--- config.mk ---
export PLATFORM = sky130hd
export DESIGN_NAME = sevenx_deser_rx
export DESIGN_NICKNAME = d
export VERILOG_FILES = /design/src/rtl/deser7_pkg.sv /design/src/rtl/frame_tracker.sv /design/src/rtl/lane_shifter.sv /design/src/rtl/bit_scatter.sv /design/src/rtl/strobe_gen.sv /design/src/rtl/sevenx_deser_rx.sv
export SDC_FILE = /design/constraint.sdc
export NUM_CORES = 1
export LEC_CHECK = 0
export ABC_CLOCK_PERIOD_IN_PS = 3990
export BUFFER_PORTS_ARGS = -buffer_cell sky130_fd_sc_hd__buf_2
export CAP_MARGIN = 0
export CORE_MARGIN = 10
export CORE_UTILIZATION = 40
export CTS_CLUSTER_DIAMETER = 200
export DETAILED_ROUTE_END_ITERATION = 8
export GPL_TIMING_DRIVEN = 0
export RECOVER_POWER = 25
export SYNTH_ARGS = -nofsm -noshare
export SYNTH_HDL_FRONTEND = slang
export SYNTH_SLANG_ARGS = --single-unit
--- constraint.sdc ---
create_clock -name clk_7x -period 3.99 [get_ports clk_7x]
set_input_delay 1.197 -clock clk_7x [delete_from_list [all_inputs] [get_ports clk_7x]]
set_output_delay 1.197 -clock clk_7x [all_outputs]
set_load 0.05 [all_outputs]
--- src/rtl/deser7_pkg.sv ---
// Package: shared types and the lane-to-output bit scatter map.
// Assumes the scatter map is only meaningful for 4 lanes x 7 bits; any
// other geometry falls back to a contiguous lane-major arrangement.
package deser7_pkg;

    typedef enum logic [1:0] {
        TRK_SEARCH = 2'd0,
        TRK_ONE    = 2'd1,
        TRK_LOCKED = 2'd2
    } trk_state_e;

    // Output position per lane, index 0 = last serial bit (5-bit fields, LSB first).
    localparam logic [34:0] MAP_L0 = {5'd7,  5'd6,  5'd4,  5'd3,  5'd2,  5'd1,  5'd0};
    localparam logic [34:0] MAP_L1 = {5'd18, 5'd15, 5'd14, 5'd13, 5'd12, 5'd9,  5'd8};
    localparam logic [34:0] MAP_L2 = {5'd26, 5'd25, 5'd24, 5'd22, 5'd21, 5'd20, 5'd19};
    localparam logic [34:0] MAP_L3 = {5'd27, 5'd23, 5'd17, 5'd16, 5'd11, 5'd10, 5'd5};

    // Returns the output bit fed by frame bit idx of a lane.
    function automatic int unsigned out_pos(input int unsigned lane,
                                            input int unsigned idx,
                                            input int unsigned bits,
                                            input int unsigned lanes);
        logic [34:0] tbl;
        if (bits != 7 || lanes != 4) begin
            return lane * bits + idx;
        end
        case (lane)
            0:       tbl = MAP_L0;
            1:       tbl = MAP_L1;
            2:       tbl = MAP_L2;
            default: tbl = MAP_L3;
        endcase
        return int'(tbl[idx*5 +: 5]);
    endfunction

endpackage

--- src/rtl/frame_tracker.sv ---
// Frame tracker: watches the sampled frame clock for the high/low pattern,
// confirms it on two consecutive frames and then checks it at every
// expected frame end. Assumes one frame-clock sample per sampling edge.
module frame_tracker
    import deser7_pkg::*;
#(
    parameter int unsigned BITS     = 7,
    parameter int unsigned HI_SLOTS = 4
) (
    input  logic clk,
    input  logic clr_n,
    input  logic fclk_i,
    output logic load_o,
    output logic drop_o,
    output logic locked_o
);
    localparam int unsigned PH_W = (BITS > 2) ? $clog2(BITS) : 1;
    localparam logic [PH_W-1:0] PH_LAST = PH_W'(BITS - 1);
    localparam logic [BITS-1:0] PATTERN =
        BITS'(((1 << HI_SLOTS) - 1) << (BITS - HI_SLOTS));

    logic [BITS-2:0] hist_q;
    logic [BITS-1:0] window;
    logic            match;
    logic [PH_W-1:0] ph_q;
    trk_state_e      st_q;

    // Window of the last BITS samples, oldest at the MSB.
    assign window = {hist_q, fclk_i};
    assign match  = (window == PATTERN);

    // Frame end events at the expected slot.
    assign load_o = (st_q != TRK_SEARCH) && (ph_q == PH_LAST) && match;
    assign drop_o = (st_q != TRK_SEARCH) && (ph_q == PH_LAST) && !match;

    // History, search/lock state and phase within the frame.
    always_ff @(posedge clk) begin
        if (!clr_n) begin
            hist_q   <= '0;
            st_q     <= TRK_SEARCH;
            ph_q     <= '0;
            locked_o <= 1'b0;
        end else begin
            hist_q <= window[BITS-2:0];
            case (st_q)
                TRK_SEARCH: begin
                    ph_q <= '0;
                    if (match) st_q <= TRK_ONE;
                end
                default: begin
                    if (ph_q == PH_LAST) begin
                        ph_q <= '0;
                        if (match) begin
                            st_q     <= TRK_LOCKED;
                            locked_o <= 1'b1;
                        end else begin
                            st_q     <= TRK_SEARCH;
                            locked_o <= 1'b0;
                        end
                    end else begin
                        ph_q <= ph_q + 1'b1;
                    end
                end
            endcase
        end
    end

    // lock only follows a frame already seen once
    p_lock_two_frames_r3: assert property (@(posedge clk) disable iff (!clr_n)
        $rose(locked_o) |-> $past(st_q == TRK_ONE));

    // a missed frame end removes lock on the next edge
    p_drop_unlocks_r4: assert property (@(posedge clk) disable iff (!clr_n)
        drop_o |=> !locked_o);

endmodule

--- src/rtl/lane_shifter.sv ---
// Lane shifter: one shift register per lane; the oldest sample ends up at
// the top of each lane's frame slice. Assumes the frame slice is read on
// the edge that samples the frame's last bit (current input included).
module lane_shifter #(
    parameter int unsigned LANES = 4,
    parameter int unsigned BITS  = 7
) (
    input  logic                  clk,
    input  logic                  clr_n,
    input  logic [LANES-1:0]      lane_i,
    output logic [LANES*BITS-1:0] frame_o
);
    for (genvar l = 0; l < LANES; l++) begin : g_lane
        logic [BITS-2:0] sh_q;

        // Shift one serial bit per sampling edge.
        always_ff @(posedge clk) begin
            if (!clr_n) sh_q <= '0;
            else        sh_q <= {sh_q[BITS-3:0], lane_i[l]};
        end

        assign frame_o[l*BITS +: BITS] = {sh_q, lane_i[l]};
    end

endmodule

--- src/rtl/bit_scatter.sv ---
// Bit scatter: pure wiring from lane-major frame bits to the output bit
// arrangement given by the package map. Assumes the map is a permutation.
module bit_scatter
    import deser7_pkg::*;
#(
    parameter int unsigned LANES = 4,
    parameter int unsigned BITS  = 7
) (
    input  logic [LANES*BITS-1:0] frame_i,
    output logic [LANES*BITS-1:0] word_o
);
    for (genvar l = 0; l < LANES; l++) begin : g_lane
        for (genvar j = 0; j < BITS; j++) begin : g_bit
            localparam int unsigned POS = out_pos(l, j, BITS, LANES);
            assign word_o[POS] = frame_i[l*BITS + j];
        end
    end

endmodule

--- src/rtl/strobe_gen.sv ---
// Strobe generator: restarts a slot counter on every word load and drives
// the strobe high for the first HI_SLOTS slots. Assumes loads come at most
// once per BITS cycles.
module strobe_gen #(
    parameter int unsigned BITS     = 7,
    parameter int unsigned HI_SLOTS = 4
) (
    input  logic clk,
    input  logic clr_n,
    input  logic load_i,
    input  logic locked_i,
    output logic strobe_o
);
    localparam int unsigned CNT_W = (BITS > 2) ? $clog2(BITS) : 1;
    localparam logic [CNT_W-1:0] CNT_LAST = CNT_W'(BITS - 1);
    localparam logic [CNT_W-1:0] CNT_HI   = CNT_W'(HI_SLOTS);

    logic [CNT_W-1:0] cnt_q;

    // Slot count since the last load, saturating at the last slot.
    always_ff @(posedge clk) begin
        if (!clr_n)                cnt_q <= CNT_LAST;
        else if (load_i)           cnt_q <= '0;
        else if (cnt_q != CNT_LAST) cnt_q <= cnt_q + 1'b1;
    end

    assign strobe_o = locked_i && (cnt_q < CNT_HI);

    // every load is followed by a high strobe
    p_strobe_after_load_r6: assert property (@(posedge clk) disable iff (!clr_n)
        load_i |=> strobe_o);

endmodule

--- src/rtl/sevenx_deser_rx.sv ---
// Top: four-lane 7:1 deserializer framed by a sampled 4/3 frame clock.
// Assumes clk_7x runs at seven times the frame rate and fclk_i, lane_i are
// already synchronous to it. Shutdown and reset both clear all state.
module sevenx_deser_rx
    import deser7_pkg::*;
#(
    parameter int unsigned LANES    = 4,
    parameter int unsigned BITS     = 7,
    parameter int unsigned HI_SLOTS = 4
) (
    input  logic                  clk_7x,
    input  logic                  rst_n,
    input  logic                  shdn_n,
    input  logic                  fclk_i,
    input  logic [LANES-1:0]      lane_i,
    output logic [LANES*BITS-1:0] word_o,
    output logic                  strobe_o,
    output logic                  locked_o
);
    localparam int unsigned W = LANES * BITS;

    logic         clr_n;
    logic         load;
    logic         drop;
    logic [W-1:0] frame;
    logic [W-1:0] scattered;

    assign clr_n = rst_n & shdn_n;

    frame_tracker #(.BITS(BITS), .HI_SLOTS(HI_SLOTS)) u_trk (
        .clk      (clk_7x),
        .clr_n    (clr_n),
        .fclk_i   (fclk_i),
        .load_o   (load),
        .drop_o   (drop),
        .locked_o (locked_o)
    );

    lane_shifter #(.LANES(LANES), .BITS(BITS)) u_shf (
        .clk     (clk_7x),
        .clr_n   (clr_n),
        .lane_i  (lane_i),
        .frame_o (frame)
    );

    bit_scatter #(.LANES(LANES), .BITS(BITS)) u_map (
        .frame_i (frame),
        .word_o  (scattered)
    );

    strobe_gen #(.BITS(BITS), .HI_SLOTS(HI_SLOTS)) u_stb (
        .clk      (clk_7x),
        .clr_n    (clr_n),
        .load_i   (load),
        .locked_i (locked_o),
        .strobe_o (strobe_o)
    );

    // Output word: loaded on a confirmed frame end, zeroed on loss of lock.
    always_ff @(posedge clk_7x) begin
        if (!clr_n)     word_o <= '0;
        else if (drop)  word_o <= '0;
        else if (load)  word_o <= scattered;
    end

    // no word while unlocked
    p_zero_unlocked_r5: assert property (@(posedge clk_7x) disable iff (!rst_n)
        !locked_o |-> (word_o == '0));

    // shutdown clears outputs on the next edge
    p_shutdown_clear_r7: assert property (@(posedge clk_7x) disable iff (!rst_n)
        !shdn_n |=> (word_o == '0 && !strobe_o && !locked_o));

    // while locked the word only moves with a strobe rise
    p_word_on_strobe_r6: assert property (@(posedge clk_7x) disable iff (!clr_n)
        (locked_o && !$stable(word_o)) |-> $rose(strobe_o));

endmodule

Yosys cells after proc, flatten, opt, wreduce, memory -nomap -nowiden
Index checks and enable logic that the tools add are counted.
- register bits: 67
- latch bits: 0
- bits in writable memories: 0
- memory bits (read-only): 0
- input port bits: 8
- output and inout bits: 30
- word-level logic and storage cells: 42
- memories kept: 0
- add/subtract/negate cells: 2
- $mul: 0
- divide/modulo/power cells: 0
- $lt $le $gt $ge: 1
- eq/ne operators: 4
- shifts and indexed selects: 0
- multiplexer cells: 7
- bitwise operators: 3
- reduce and logical (&&, ||, !) cells: 14
- operators by type and width (cell ; count):
    $mux W2 ; 4
    $eq A7 B7 Y1 const B ; 1
    $add A3 B1 Y3 const B ; 2
    $mux W3 ; 2
    $reduce_bool A2 Y1 ; 3
    $logic_and A1 B1 Y1 ; 4
    $reduce_and A2 Y1 ; 2
    $reduce_or A2 Y1 ; 2
    $eq A3 B3 Y1 const B ; 1
    $lt A3 B3 Y1 const B ; 1
    $ne A3 B3 Y1 const B ; 1
    $reduce_or A3 Y1 ; 1
    $logic_not A2 Y1 ; 1
    $ne A2 B1 Y1 const B ; 1
    $not A1 Y1 ; 2
    $and A1 B1 Y1 ; 1
    $logic_not A1 Y1 ; 1
    $mux W1 ; 1

Logic depth before layout (Yosys ltp)
- word-level depth: 4
- mapped depth: 7
- mapped depth without buffers: 5

Hierarchy
From an unflattened synthesis, not the netlist that was laid out.
- cell total of the unflattened synthesis: 226
- area, all modules: 2522.4 sq um
- modules (own cells, without submodules) (module ; instances ; cells an instance ; area an instance (sq um) ; sequential area each (sq um)):
    sevenx_deser_rx ; 1 ; 91 ; 1033.5 ; 560.5
    lane_shifter ; 1 ; 54 ; 705.7 ; 480.5
    frame_tracker ; 1 ; 41 ; 447.9 ; 240.2
    bit_scatter ; 1 ; 28 ; 210.2 ; 0.0
    strobe_gen ; 1 ; 12 ; 125.1 ; 60.1

Worst setup path before layout
OpenSTA, ideal clock, no wires.
- path type: register to output
- start point: reg u_trk.locked_o
- end point: out strobe_o
- arrival time: 1.409 ns
- data required time: 2.793 ns
- path slack: 1.384 ns
- stages on the path, launching flop included: 2
- path buffers: 0
- cells stage by stage: dfxtp_1 -> nor2b_1
- cells in the longest elaborated chain, start to end: 1
- RTL lines (element ; RTL line ; RTL):
    start: declaration ; frame_tracker.sv:15 ; output logic locked_o
    start signal: assignment ; frame_tracker.sv:42 ; locked_o <= 1'b0;
    start signal: assignment ; frame_tracker.sv:55 ; locked_o <= 1'b1;
    start signal: assignment ; frame_tracker.sv:58 ; locked_o <= 1'b0;
    $logic_and A1 B1 Y1 ; strobe_gen.sv:27 ; assign strobe_o = locked_i && (cnt_q < CNT_HI);
    end: declaration ; sevenx_deser_rx.sv:17 ; output logic strobe_o,
No other way between the ends.

Worst setup path in the final report
Same ends and word-level chain as after synthesis.

==> summary.txt <==
Global routing
  • Largest net degree at the start of global routing: 11
  • First-pass GRT wire length: 8245 microns
  • Initial antenna violation count: 0
  • Vias in the first global route: 1637
  • Total gr overflow: 0
  • GRT Overall Usage: 11.75%

Run status
  • Run status: finished, final reports clean

Clock network
  • CTS clk-pin slew, worst paths: 60 ps
  • CTS tree: built
  • CTS Sinks: 67
  • Clk root buf: clkbuf_8
  • Post-CTS setup buffer count: 0
  • Hold bufs inserted after CTS: 0
  • Cts repair resizes: 0
  • Clk_lat worst skew: 330 ps
  • Worst-case clock buffer depth: 2
  • Number of CTS-inserted buffers: 9
  • CTS H-tree depth: 3

Timing
  • Setup violations, final: 0
  • Slew Viols, Final: 0
  • Crit path time final: 2247 ps
  • Worst setup margin: ~1700 ps
  • Worst Skew: about 9 ps
  • Endpoints failing hold: 0
  • Final hold slack: 458.9 ps
  • Slew headroom: 64.12%
  • RSZ-0062 raised after global routing: false
  • Peak Freq: 0.4450 GHz
  • Worst-Margin Slew: between 500 and 600 ps
  • Period utilization: 56.32%
  • Sum Neg Setup Slack: 0 ps

Power
  • Tot Pwr: around 1.2 mW
  • P per Cell Area: 433.8 nW/um^2
  • LEAKAGE: 1.404 nW
  • VDD IR max: roughly 0.00026 V

Place
  • GP Congestion: 0.7494
  • IO Port Bufs: 37
  • Dpl ws: 1504 ps
  • Dpl cell area: 2527 sq um
  • Hpwl dp: about 3400 microns

Worst setup path
  • Buf/Inv on CP: 1
  • Crit path DAT: ~1100 ps
  • Worst path top cell family by delay: flip-flops
  • Cell chain of the critical path: nor2b_1 -> buf_2
  • Setup crit start kind: flip-flop
  • Critical path's slowest cell: dfxtp_1
  • Critical path endpoint category: output pin
  • WP data required: 2790 ps
  • Critical path type: reg2out
  • CP max stage delay: 340 ps
  • Max FO, Critical Path: 3

Final layout
  • Antenna cells: 0
  • Area growth, synth to finish: 19.06%
  • Most common library cell in the layout ignoring fill and taps: dfxtp_1
  • NumNets Final: around 260
  • Most frequent cells in the layout: dfxtp_1, and3_1, buf_2
  • Final instance area: 2681 sq um
  • Share of cells above drive strength 1: about 31%

Yosys
  • Synth Cell Area: 2252 sq um
  • Top cells by area, synth: dfxtp_1, and3_1, a31o_2, clkbuf_1, a41o_1
  • Sequential share of the synthesized area: between 50% and 60%
  • Yosys cell types: 27
  • Mapped Nets: 216
  • Mapped Cells: about 210
  • Post-synth top area share: 59.56%
  • #FFs+latches synth: 67
  • Yosys Warn Count: 0
  • Syn avg cell area: 10.93 sq um
  • Largest area contributor in the synthesized netlist: dfxtp_1

Detailed routing
  • Starting DRC count in detailed routing: 115
  • DRC Markers: 0
  • Drt wl/cell: 15.13 microns
  • Routed vias/inst: 5.095
  • Detail Route Antenna Nets: 0
  • Routed wire length: 4949 microns
  • Detailed-route via count: approximately 1700
  • Drt first pass iters: 4

Floorplanning
  • Initial Util: 41.15%
  • Core Rows: 27
  • Die span in y: ~95 microns
  • Die ar.: around 9000 sq um
  • # IOs: 38
  • Die width: 95.04 microns
  • Core ar.: 5473 sq um

Hold path
  • Worst Hold Class: reg2reg

Job
  • Max cap viols: 0
-- metal layers --
layer  track usage (%)  vias up  part of all wire (%)
met5                 0        -                     0
met4             6.733        0                   1.3
met3             3.849        7                   4.8
met2             15.90       30                    43
met1             15.92      776                    51
li1                  -      853                     -
-- Yosys cell counts --
cell type,instances
nand3_1,1
buf_2,6
a21boi_0,2
nand2_1,5
or4_4,1
clkbuf_1,13
nor4b_1,2
nor2_1,5
and3_1,58
xnor2_1,1
or3_1,1
o211ai_1,1
a32o_1,1
nor3_1,1
a41o_1,4
xor2_1,1
ha_1,2
dfxtp_1,67
nand4_1,1
a31oi_1,1
mux2i_1,1
a31o_2,24
o21a_1,1
nor2b_1,1
and2_1,1
a21oi_1,3
inv_1,1
-- worst min-delay path, cell delays in order, from the launching register on --
cell,delay [ps]
dfxtp_1,310
nand3_1,60
nand2_1,40
-- state kept, by name, summed over array words and instances (netlist names) --
register,flops
u_trk.hist_q,6
u_trk.ph_q,3
u_trk.locked_o,1
u_stb.cnt_q,3
word_o,28
u_trk.st_q,2
u_shf.g_lane.sh_q,24
-- cell families (layout without fill, tap and decap cells) --
logic type | Yosys count | count (layout) | share of synthesized area [%]
compound gates | 37 | 37 | 13.83
mux | 1 | 1 | 0.4445
buf+inv | 20 | 69 | 3.667
flops | 67 | 67 | 59.56
fa+ha+maj | 2 | 2 | 1.111
simple gates | 77 | 77 | 20.61
xor+xnor | 2 | 2 | 0.7779
-- per-stage QoR --
stage	cells	utilization, %
finish	327	48.99
CTS	327	49.02
global route	327	48.99
global placement	315	46.18
detailed placement	315	46.18
floorplan	206	-
-- cell type report --
cell class | count | area, sq um
tap | 72 | 90.09
clock buffer | 12 | 155.1
inverter | 1 | 3.754
buffer | 19 | 78.83
sequential | 67 | 1341
timing repair buffer | 37 | 183.9
fill | 535 | 2791
multi-input combinational | 119 | 828.3
-- power by group --
part           internal, mW  switching [mW]
Sequential            0.672        0.000712
Clock                 0.246           0.220
Combinational       0.00716          0.0173
-- path summary, 6_finish.rpt --
kind | start | to | slack (ps) | depth (start not counted)
worst max-delay path | u_trk.locked_o | strobe_o | 1740 | 2
worst min-delay path | u_trk.locked_o | u_trk.locked_o | 460 | 2
worst max register to register | u_trk.ph_q[0] | u_stb.cnt_q[1] | 2230 | 6
worst min register to register | u_trk.locked_o | u_trk.locked_o | 460 | 2
Note: power is estimated with default switching activity, not from simulation.
